$ cat src/rtl/ictr_pkg.sv
package ictr_pkg;

  typedef enum logic [2:0] {
    MODE_TERM     = 3'd0,
    MODE_ONESHOT  = 3'd1,
    MODE_RATE     = 3'd2,
    MODE_SQUARE   = 3'd3,
    MODE_SWSTROBE = 3'd4,
    MODE_HWSTROBE = 3'd5
  } cntMode_e;

  // Strobes from the control to the datapath, at most one action per cycle
  typedef struct packed {
    logic takeLoad;   // store loadValue as the pending initial count
    logic startNow;   // restart counting from the initial count
    logic stepDown;   // decrement by one
    logic reloadNow;  // end of a period, reload from the pending count
  } ctrlStrobe_t;

  // Codes 6 and 7 fold onto the two periodic modes
  function automatic cntMode_e normMode(input logic [2:0] raw);
    if (raw[2] && raw[1]) return cntMode_e'({1'b0, raw[1:0]});
    return cntMode_e'(raw);
  endfunction

  function automatic logic isPeriodic(input cntMode_e m);
    return (m == MODE_RATE) || (m == MODE_SQUARE);
  endfunction

endpackage

$ cat src/rtl/ictr_datapath.sv
module ictr_datapath
  import ictr_pkg::*;
#(
  parameter int CountWidth = 16
) (
  input  logic                  clk,
  input  logic                  rstN,
  input  ctrlStrobe_t           strobe,
  input  logic [CountWidth-1:0] loadValue,
  input  logic                  bcdSel,
  output logic [CountWidth-1:0] countValue,
  output logic                  atOne,
  output logic                  bcdNow,
  output logic                  sqHigh
);

  localparam int Digits = CountWidth / 4;
  localparam int ExtW   = CountWidth + 1;
  localparam logic [ExtW-1:0] BinFull = ExtW'(1) << CountWidth;
  localparam logic [ExtW-1:0] DecFull = ExtW'(10 ** Digits);

  logic [CountWidth-1:0] cntQ, pendQ, activeQ;
  logic                  bcdQ;

  // Digit-wise decimal decrement with a borrow chain
  logic [Digits-1:0]     borrow;
  logic [Digits-1:0]     nibOk;
  logic [CountWidth-1:0] bcdDec;
  logic [CountWidth-1:0] binDec;
  logic [CountWidth-1:0] decVal;
  logic                  digitsValid;

  assign borrow[0] = 1'b1;

  for (genvar i = 0; i < Digits; i++) begin : g_digit
    logic [3:0] nib;
    assign nib = cntQ[4*i +: 4];
    assign nibOk[i] = (nib <= 4'd9);
    assign bcdDec[4*i +: 4] = !borrow[i] ? nib :
                              ((nib == 4'd0) ? 4'd9 : nib - 4'd1);
    if (i < Digits - 1) begin : g_chain
      assign borrow[i+1] = borrow[i] && (nib == 4'd0);
    end
  end

  assign binDec      = cntQ - CountWidth'(1);
  assign decVal      = bcdQ ? bcdDec : binDec;
  assign digitsValid = &nibOk;

  // Magnitude of a code, with code 0 standing for the full range
  function automatic logic [ExtW-1:0] toMagnitude(input logic [CountWidth-1:0] v,
                                                  input logic isBcd);
    logic [ExtW-1:0] acc;
    acc = '0;
    if (!isBcd) begin
      acc = {1'b0, v};
    end else begin
      for (int i = Digits - 1; i >= 0; i--) begin
        acc = acc * ExtW'(10) + ExtW'(v[4*i +: 4]);
      end
    end
    if (acc == '0) acc = isBcd ? DecFull : BinFull;
    return acc;
  endfunction

  logic [ExtW-1:0] cntMag, activeMag;
  assign cntMag    = toMagnitude(cntQ, bcdQ);
  assign activeMag = toMagnitude(activeQ, bcdQ);
  assign sqHigh    = cntMag > (activeMag >> 1);

  logic [CountWidth-1:0] startSrc;
  assign startSrc = strobe.takeLoad ? loadValue : pendQ;

  always_ff @(posedge clk) begin
    if (!rstN) begin
      cntQ    <= '0;
      pendQ   <= '0;
      activeQ <= '0;
      bcdQ    <= 1'b0;
    end else begin
      if (strobe.startNow) begin
        cntQ    <= startSrc;
        activeQ <= startSrc;
        if (strobe.takeLoad) bcdQ <= bcdSel;
      end else if (strobe.reloadNow) begin
        cntQ    <= pendQ;
        activeQ <= pendQ;
      end else if (strobe.stepDown) begin
        cntQ <= decVal;
      end
      if (strobe.takeLoad) pendQ <= loadValue;
    end
  end

  assign countValue = cntQ;
  assign atOne      = (cntQ == CountWidth'(1));
  assign bcdNow     = bcdQ;

  // a plain decimal step keeps every digit in the range 0 to 9
  p_bcd_digits_r10: assert property (@(posedge clk) disable iff (!rstN)
    (bcdQ && digitsValid && strobe.stepDown && !strobe.reloadNow && !strobe.startNow)
      |=> digitsValid);

endmodule

$ cat src/rtl/ictr_control.sv
module ictr_control
  import ictr_pkg::*;
(
  input  logic        clk,
  input  logic        rstN,
  input  logic        tickEn,
  input  logic        gate,
  input  logic        loadStrobe,
  input  logic [2:0]  modeSel,
  input  logic        bcdSel,
  input  logic        atOne,
  input  logic        sqHigh,
  input  logic        bcdNow,
  output ctrlStrobe_t strobe,
  output cntMode_e    modeNow,
  output logic        loadedNow,
  output logic        outPin
);

  cntMode_e modeQ;
  logic     loadedQ, gatePrevQ, doneQ, outQ;

  cntMode_e newMode, startMode;
  logic     gateRise, levelGated, edgeRestart, deferLoad;

  assign newMode     = normMode(modeSel);
  assign gateRise    = gate && !gatePrevQ;
  assign levelGated  = (modeQ == MODE_TERM) || (modeQ == MODE_SWSTROBE);
  assign edgeRestart = (modeQ == MODE_ONESHOT) || (modeQ == MODE_HWSTROBE) ||
                       isPeriodic(modeQ);
  assign deferLoad   = loadedQ && isPeriodic(modeQ) && (newMode == modeQ) &&
                       (bcdSel == bcdNow);

  // Priority: load, then gate restart, then tick
  always_comb begin
    strobe = '0;
    if (loadStrobe) begin
      strobe.takeLoad = 1'b1;
      strobe.startNow = !deferLoad;
    end else if (loadedQ && gateRise && edgeRestart) begin
      strobe.startNow = 1'b1;
    end else if (loadedQ && tickEn && (gate || !levelGated)) begin
      strobe.stepDown  = 1'b1;
      strobe.reloadNow = isPeriodic(modeQ) && atOne;
    end
  end

  assign startMode = strobe.takeLoad ? newMode : modeQ;

  always_ff @(posedge clk) begin
    if (!rstN) begin
      modeQ     <= MODE_TERM;
      loadedQ   <= 1'b0;
      gatePrevQ <= 1'b0;
      doneQ     <= 1'b0;
      outQ      <= 1'b0;
    end else begin
      gatePrevQ <= gate;
      if (strobe.takeLoad) loadedQ <= 1'b1;
      if (strobe.startNow) begin
        modeQ <= startMode;
        doneQ <= 1'b0;
        outQ  <= (startMode == MODE_ONESHOT);
      end else if (strobe.stepDown) begin
        case (modeQ)
          MODE_RATE:   outQ <= atOne;
          MODE_SQUARE: outQ <= 1'b0;
          default: begin
            if (atOne && !doneQ) begin
              doneQ <= 1'b1;
              outQ  <= (modeQ != MODE_ONESHOT);
            end else if ((modeQ == MODE_SWSTROBE) || (modeQ == MODE_HWSTROBE)) begin
              outQ <= 1'b0;
            end
          end
        endcase
      end
    end
  end

  assign outPin    = (loadedQ && (modeQ == MODE_SQUARE)) ? sqHigh : outQ;
  assign modeNow   = modeQ;
  assign loadedNow = loadedQ;

  // the terminal flag of mode 0 holds until a load
  p_mode0_sticky_r9: assert property (@(posedge clk) disable iff (!rstN)
    (modeQ == MODE_TERM && outQ && !loadStrobe) |=> outQ);

  // a strobe lasts one counting tick
  p_single_strobe_r9: assert property (@(posedge clk) disable iff (!rstN)
    ((modeQ == MODE_SWSTROBE || modeQ == MODE_HWSTROBE) && outQ && strobe.stepDown)
      |=> !outQ);

  // loading the rate generator never pulses the output
  p_no_load_pulse_r8: assert property (@(posedge clk) disable iff (!rstN)
    (strobe.startNow && strobe.takeLoad && newMode == MODE_RATE) |=> !outPin);

endmodule

$ cat src/rtl/intervalCounterChannel.sv
module intervalCounterChannel
  import ictr_pkg::*;
#(
  parameter int CountWidth = 16
) (
  input  logic                  clk,
  input  logic                  rstN,
  input  logic                  tickEn,
  input  logic                  gate,
  input  logic                  loadStrobe,
  input  logic [CountWidth-1:0] loadValue,
  input  logic [2:0]            modeSel,
  input  logic                  bcdSel,
  output logic [CountWidth-1:0] countValue,
  output logic                  outPin
);

  ctrlStrobe_t strobe;
  cntMode_e    modeNow;
  logic        loadedNow, atOne, sqHigh, bcdNow;

  ictr_control u_ctrl (
    .clk        (clk),
    .rstN       (rstN),
    .tickEn     (tickEn),
    .gate       (gate),
    .loadStrobe (loadStrobe),
    .modeSel    (modeSel),
    .bcdSel     (bcdSel),
    .atOne      (atOne),
    .sqHigh     (sqHigh),
    .bcdNow     (bcdNow),
    .strobe     (strobe),
    .modeNow    (modeNow),
    .loadedNow  (loadedNow),
    .outPin     (outPin)
  );

  ictr_datapath #(.CountWidth(CountWidth)) u_dp (
    .clk        (clk),
    .rstN       (rstN),
    .strobe     (strobe),
    .loadValue  (loadValue),
    .bcdSel     (bcdSel),
    .countValue (countValue),
    .atOne      (atOne),
    .bcdNow     (bcdNow),
    .sqHigh     (sqHigh)
  );

  // a low gate freezes the counter in the level-gated modes
  p_gated_hold_r6: assert property (@(posedge clk) disable iff (!rstN)
    (loadedNow && (modeNow == MODE_TERM || modeNow == MODE_SWSTROBE) &&
     !gate && !loadStrobe) |=> $stable(countValue));

  // nothing leaves the idle state before the first load
  p_idle_out_r1: assert property (@(posedge clk) disable iff (!rstN)
    (!loadedNow && !loadStrobe) |=> (countValue == '0 && !outPin));

endmodule

$ cat config.mk
export PLATFORM = sky130hd
export DESIGN_NAME = intervalCounterChannel
export DESIGN_NICKNAME = d
export VERILOG_FILES = /design/src/rtl/ictr_pkg.sv /design/src/rtl/ictr_datapath.sv /design/src/rtl/ictr_control.sv /design/src/rtl/intervalCounterChannel.sv
export SDC_FILE = /design/constraint.sdc
export NUM_CORES = 1
export LEC_CHECK = 0
export ABC_CLOCK_PERIOD_IN_PS = 30200
export BUFFER_PORTS_ARGS = -buffer_cell sky130_fd_sc_hd__buf_2
export CORE_ASPECT_RATIO = 2
export CORE_MARGIN = 1
export CORE_UTILIZATION = 35
export CTS_BUF_LIST = sky130_fd_sc_hd__clkbuf_2 sky130_fd_sc_hd__clkbuf_4 sky130_fd_sc_hd__clkbuf_8
export DETAILED_ROUTE_END_ITERATION = 8
export HOLD_SLACK_MARGIN = 0.15
export SLEW_MARGIN = 10
export SYNTH_ARGS = -nofsm -noshare
export SYNTH_HDL_FRONTEND = slang
export SYNTH_SLANG_ARGS = --single-unit
$ cat constraint.sdc
create_clock -name clk -period 30.2 [get_ports clk]
set_input_delay 9.06 -clock clk [delete_from_list [all_inputs] [get_ports clk]]
set_output_delay 9.06 -clock clk [all_outputs]
set_load 0.02 [all_outputs]
After elaboration in Yosys (flattened, before gate mapping)
Cells that the tools add are included.
Storage, ports and cells
  bits in registers: 56
  input bits: 25
  output and inout port bits: 17
Operators by class
  add/subtract/negate cells: 11
  multipliers: 6
  magnitude comparators: 1
  eq/ne operators: 13
  mux-type cells: 35
  bitwise operators: 2
  reductions and logical operators: 43
Operators with widths (number)
  $mux W16: 7
  $add A17 B4 Y17: 6
  $mux W17: 5
  $mul A17 B3 Y16 const B: 4
  $logic_not A17 Y1: 2
  $mux W4: 7
  $gt A17 B16 Y1: 1
  $eq A16 B1 Y1 const B: 1
  $logic_not A4 Y1: 4
  $sub A16 B1 Y16 const B: 1
  $sub A4 B1 Y4 const B: 4
  $logic_and A1 B1 Y1: 14
  $mul A4 B3 Y7 const B: 2
  $ne A4 B4 Y1 const B: 3
  $reduce_and A2 Y1: 5
  $mux W1: 9
  $mux W3: 3
  $eq A3 B1 Y1 const B: 2
  $eq A3 B2 Y1 const B: 2
  $eq A3 B3 Y1 const B: 2
  $logic_or A1 B1 Y1: 6
  $mux W2: 3
  $reduce_bool A5 Y1: 1
  $logic_not A1 Y1: 4
  10 further kinds: 13

Logic depth before layout (Yosys ltp)
  depth in word-level cells: 11
  depth in mapped cells: 35
  gate-level depth less buffers: 34

Cells and area by module
A second synthesis with hierarchy kept.
Second synthesis, totals
  cells, all modules: 1011
  area, all modules: 8095.3 um^2
By module, submodules not included
  ictr_datapath: instances 1, cells each 956, area an instance 7631.1 um^2, seq. area each 980.9 um^2
  ictr_control: instances 1, cells each 55, area an instance 464.2 um^2, seq. area each 140.1 um^2

Least setup slack after synthesis
No wires, ideal clock.
  kind: register to output
  from: reg u_dp.cntQ[15], in the netlist u_dp.countValue[15]
  to: out outPin
  arrival: 7.330 ns
  slack: 13.810 ns
  cell stages (with the launch flop): 34
  cells stage by stage: dfxtp_1 ha_1 ha_1 inv_1 fa_1 nor3b_1 xnor2_1 ha_1 ha_1 inv_1 nor2_1 nor2_1 xnor2_1 nand2_1 nor2_1 xor2_1 ha_1 ha_1 a21oi_1 o211ai_1 a2111oi_0 nor3_1 nor4_1 xnor2_1 a21oi_1 nand4bb_1 o21bai_1 ha_1 o21a_1 o21a_1 o2111ai_1 a31oi_1 o21a_1 o31a_1
Between the ends
  cells in the longest elaborated chain, start to end: 11
Ends and longest elaborated chain
  start, declared: RTL line ictr_datapath.sv:22  | logic [CountWidth-1:0] cntQ, pendQ, activeQ;
  start signal, assigned: RTL line ictr_datapath.sv:82  | cntQ <= startSrc;
  start signal, assigned: RTL line ictr_datapath.sv:86  | cntQ <= pendQ;
  start signal, assigned: RTL line ictr_datapath.sv:89  | cntQ <= decVal;
  $mul A4 B3 Y7: RTL line ictr_datapath.sv:59  | acc = acc * ExtW'(10) + ExtW'(v[4*i +: 4]);
  $add A17 B4 Y17: RTL line ictr_datapath.sv:59
  $mul A17 B3 Y16: RTL line ictr_datapath.sv:59
  $add A17 B4 Y17: RTL line ictr_datapath.sv:59
  $mul A17 B3 Y16: RTL line ictr_datapath.sv:59
  $add A17 B4 Y17: RTL line ictr_datapath.sv:59
  $mux W17 *: RTL line ictr_datapath.sv:55  | if (!isBcd) begin
  $logic_not A17 Y1: RTL line ictr_datapath.sv:62  | if (acc == '0) acc = isBcd ? DecFull : BinFull;
  $mux W17 *: RTL line ictr_datapath.sv:62
  $gt A17 B16 Y1 *: RTL line ictr_datapath.sv:69  | assign sqHigh = cntMag > (activeMag >> 1);
  $mux W1 *: RTL line ictr_control.sv:81  | assign outPin = (loadedQ && (modeQ == MODE_SQUARE)) ? sqHigh : outQ;
  end, declared: RTL line intervalCounterChannel.sv:15  | output logic outPin
Mark *: on every way between the ends. The rest lies on a longest branch, timed or not.

Worst setup path after layout
Ends and elaborated chain as after synthesis.

==> results list <==
* Total power: 0.510 mW
* Number of placement rows: 77
- Placer congestion estimate: 0.927
- The worst register-to-register path begins at u_dp.bcdNow.
- Setup repair after global routing left no endpoint under its margin.
- Number of library cell types mapped by synthesis: 71
- 42 I/O pins were placed.
- Maximum fanout encountered on the critical timing path: 9
* Storage element area: 1120 um2
- The hold violation total from the final report was 0.
- STA classifies the critical path startpoint as a flip-flop.
- Iteration-0 DRC count of the detailed router: 317
* Ys async rst share: 0%
- Arrival time reported for the critical path endpoint: 8510 ps
* DRC violations left: 0
- Proportion of synthesized chip area in sequential cells: 14.3%
* Sinks on Clock Net: 56
- The number of gates resized after CTS was 0.
- Most frequent standard cell in the layout excluding fill and tap cells: ha_1
- In the finished design, the share of the clock period the worst path needs comes to 58.2%.
- For hold timing, the worst endpoint is u_dp.pendQ[13].
- Wire length of the first global-routing pass: 35,000 um
- Setup violations remaining at the end of the flow were counted as 0.
- For this design, the slowest cell found on the critical path is dfxtp_1.
- Total wire length after detailed routing: 21,300 um
- Setup bufs post-CTS: 0
- The repair_antennas step left the layout with diodes totalling 0.
- Area of the multi-input gates: 6400 um2
- Total via count after detailed routing: 7,167
* Req. time, crit path: 21,140 ps
- Transition time of the tightest slew-check pin: 899 ps
- Fill cells: 2,289
* Core Footprint: 22,100 um2
- The first detailed-routing pass ran for 5 iterations.
- The run finished with clean final reports.
- From left edge to right edge, the die measures 108 um.
* Internal Pwr Total: 0.249 mW
- The initial antenna violation count was 0.
- Post-DRT Antenna Nets: 0
- Worst hold margin: 525 ps
- Once routing completed, OpenROAD measured the worst setup slack at 12,630 ps.
- In the final routed layout, each cell accounts on average for 16.6 um.
* Area added between synthesis and finish: 6.73%
- Reg-to-reg setup timing slack: 26,380 ps
- Averaged over all synthesized cells, the footprint is 7.89 um2.
- In this run the power density over the cells is 60.7 nW/um2.
* Total global-route track usage: 19.1%
- Hold bufs inserted after CTS: 0
- Counting flops with a built-in enable in the synthesized netlist gives 0.
- Vias per cell: 5.58
- Synth Instances: 996
* Overflow left after global routing: 0
- Hold Path Origin: u_dp.pendQ[13]
- Cells on worst reg2reg path: 10
* Largest net degree at the start of global routing: 57
- Longest Clk Path Bufs: 2
- CTS tree: done
- Largest stage delay, worst path: 530 ps
- The worst setup path is captured at an output pin.
* Initial Utilization: 35.6%
- Count of pins over their slew limit: 0
- Clock share of power: 8.8%
* R2r endpoint: u_dp.countValue[13]
* Combinational group share of total power: 73.9%
- Post-detail-place hpwl: 17,700 um
* Maximum achievable frequency: 0.0569 GHz
* Clock skew after layout: 15.1 ps
* Most used cells in the layout excluding fill and tap cells: ha_1, nor2_1, a21oi_1, dfxtp_1, xnor2_1
- For this design the static power due to leakage is 3.80 nW.
- The clock period could shrink to 17,570 ps.
- Switching share of power: 51.2%
- Utilization of the core after routing: 38.0%
- Dominant synthesized flop cell: dfxtp_1
- The net count of the finished layout is 1,162.
- Along the worst hold path, the cell count comes to 2.
- Max Cap Viol: 0
- Count of state elements after synthesis: 56
- Final setup TNS: 0 ps
* Clock latency on the worst-skew pair: 340 ps
* Die span in y: 214 um
* Vias in the first global route: 7,125
- Yosys printed 0 warnings.
- Tightest Hold Check Type: reg -> reg
* Total die area: 23,100 um2
- Clock-pin slew reported for the worst setup and hold paths after clock tree synthesis: 110 ps
- Share of final-layout standard cells stronger than drive strength 1: 7.53%
- Most common cell on crit path: ha_1
- Relative slew slack: 40.1%
- In this run, CTS created clock tree buffers numbering 5.
- Maximum level of the CTS H-tree: 2
* Sequential share of power: 17.4%
- The analysis attributes to net switching a power of 0.261 mW.
* Port buffer count: 41
* Root buffer cell: clkbuf_8
* VDD IR-drop max: 0.0000564 V
- The critical path is of the reg -> out type.
- In this run the cell area of the synthesized design comes to 7860 um2.
- At the placement stage, the worst setup path has a slack of 12,990 ps.
-- power by group through the flow --
stage          logic [mW]  registers (mW)  clock network (mW)
2_1_floorplan       0.300          0.0880                   0
3_3_place_gp        0.369          0.0902                   0
3_5_place_dp        0.372          0.0902                   0
4_1_cts             0.375          0.0885              0.0469
5_1_grt             0.425          0.0897              0.0480
6_report            0.376          0.0885              0.0448
-- layer usage --
metal | GRT usage, % | share of wire [%] | vias up
li1 | - | - | 3655
met1 | 17.9 | 35 | 3348
met2 | 36.4 | 54 | 120
met3 | 0.944 | 1.4 | 44
met4 | 16.1 | 8.8 | 0
met5 | 0 | 0 | -
-- synthesized netlist by cell type, drive strengths merged, types with 14 or more instances --
cell / number / area, um2
ha: 117 / 1460
nor2: 84 / 315
a21oi: 77 / 385
dfxtp: 56 / 1120
xnor2: 53 / 464
o21ai: 52 / 264
nand2: 51 / 191
inv: 49 / 184
nor2b: 48 / 300
mux2i: 39 / 390
clkbuf: 31 / 119
xor2: 25 / 219
a21o: 23 / 174
nand3: 21 / 105
nor3: 21 / 105
o21a: 18 / 135
nand4: 14 / 87.6
-- stage by stage --
step	cell area, um2	std cells
final	8390	1285
after global routing	8390	1285
after CTS	8390	1285
after detailed placement	8300	1277
after global placement	8300	1277
after floorplan	7870	997
-- worst max path at each step --
stage / startpoint / endpoint / cells past startpoint
6_report: u_dp.countValue[15] / outPin / 34
2_1_floorplan: u_dp.countValue[15] / outPin / 33
4_1_cts: u_dp.countValue[15] / outPin / 34
3_3_place_gp: u_dp.countValue[15] / outPin / 34
3_5_place_dp: u_dp.countValue[15] / outPin / 34
5_1_grt: u_dp.countValue[15] / outPin / 34
-- cell type report --
cell class	count	share of cell area [%]
timing repair buffer	46	2.89
multi-input combinational	850	76.3
clock inverter	2	0.194
inverter	49	2.19
tap	276	4.12
clock buffer	6	0.909
sequential	56	13.4
-- worst max-delay path: cells and delay by family (launching register included) --
| kind | cells | cell delay (ps) |
|---|---|---|
| AO/OA/AOI/OAI | 11 | 2290 |
| XOR/XNOR | 4 | 900 |
| adder cells (fa/ha/maj) | 8 | 2500 |
| buffers and inverters | 3 | 290 |
| flip-flops | 1 | 530 |
| AND/OR/NAND/NOR | 8 | 1630 |
-- kinds of logic (layout without fill, tap and decap cells) --
group                    after synthesis  count (layout)  synth area share, %
flip-flops                            56              56                 14.3
AND/OR/NAND/NOR                      322             322                 21.6
adder cells (fa/ha/maj)              129             129                 21.7
other                                  1               2               0.0477
AO/OA/AOI/OAI                        273             273                 23.0
buffers and inverters                 91             103                 4.50
XOR/XNOR                              80              80                 9.28
multiplexers                          44              44                 5.68
-- registers in the layout, indices dropped and copies added, names as in the netlist, 3 cells and up --
register         cells
u_dp.countValue     16
u_ctrl.modeNow       3
u_dp.pendQ          16
u_dp.activeQ        16
Power figures use the tool's default switching activity.
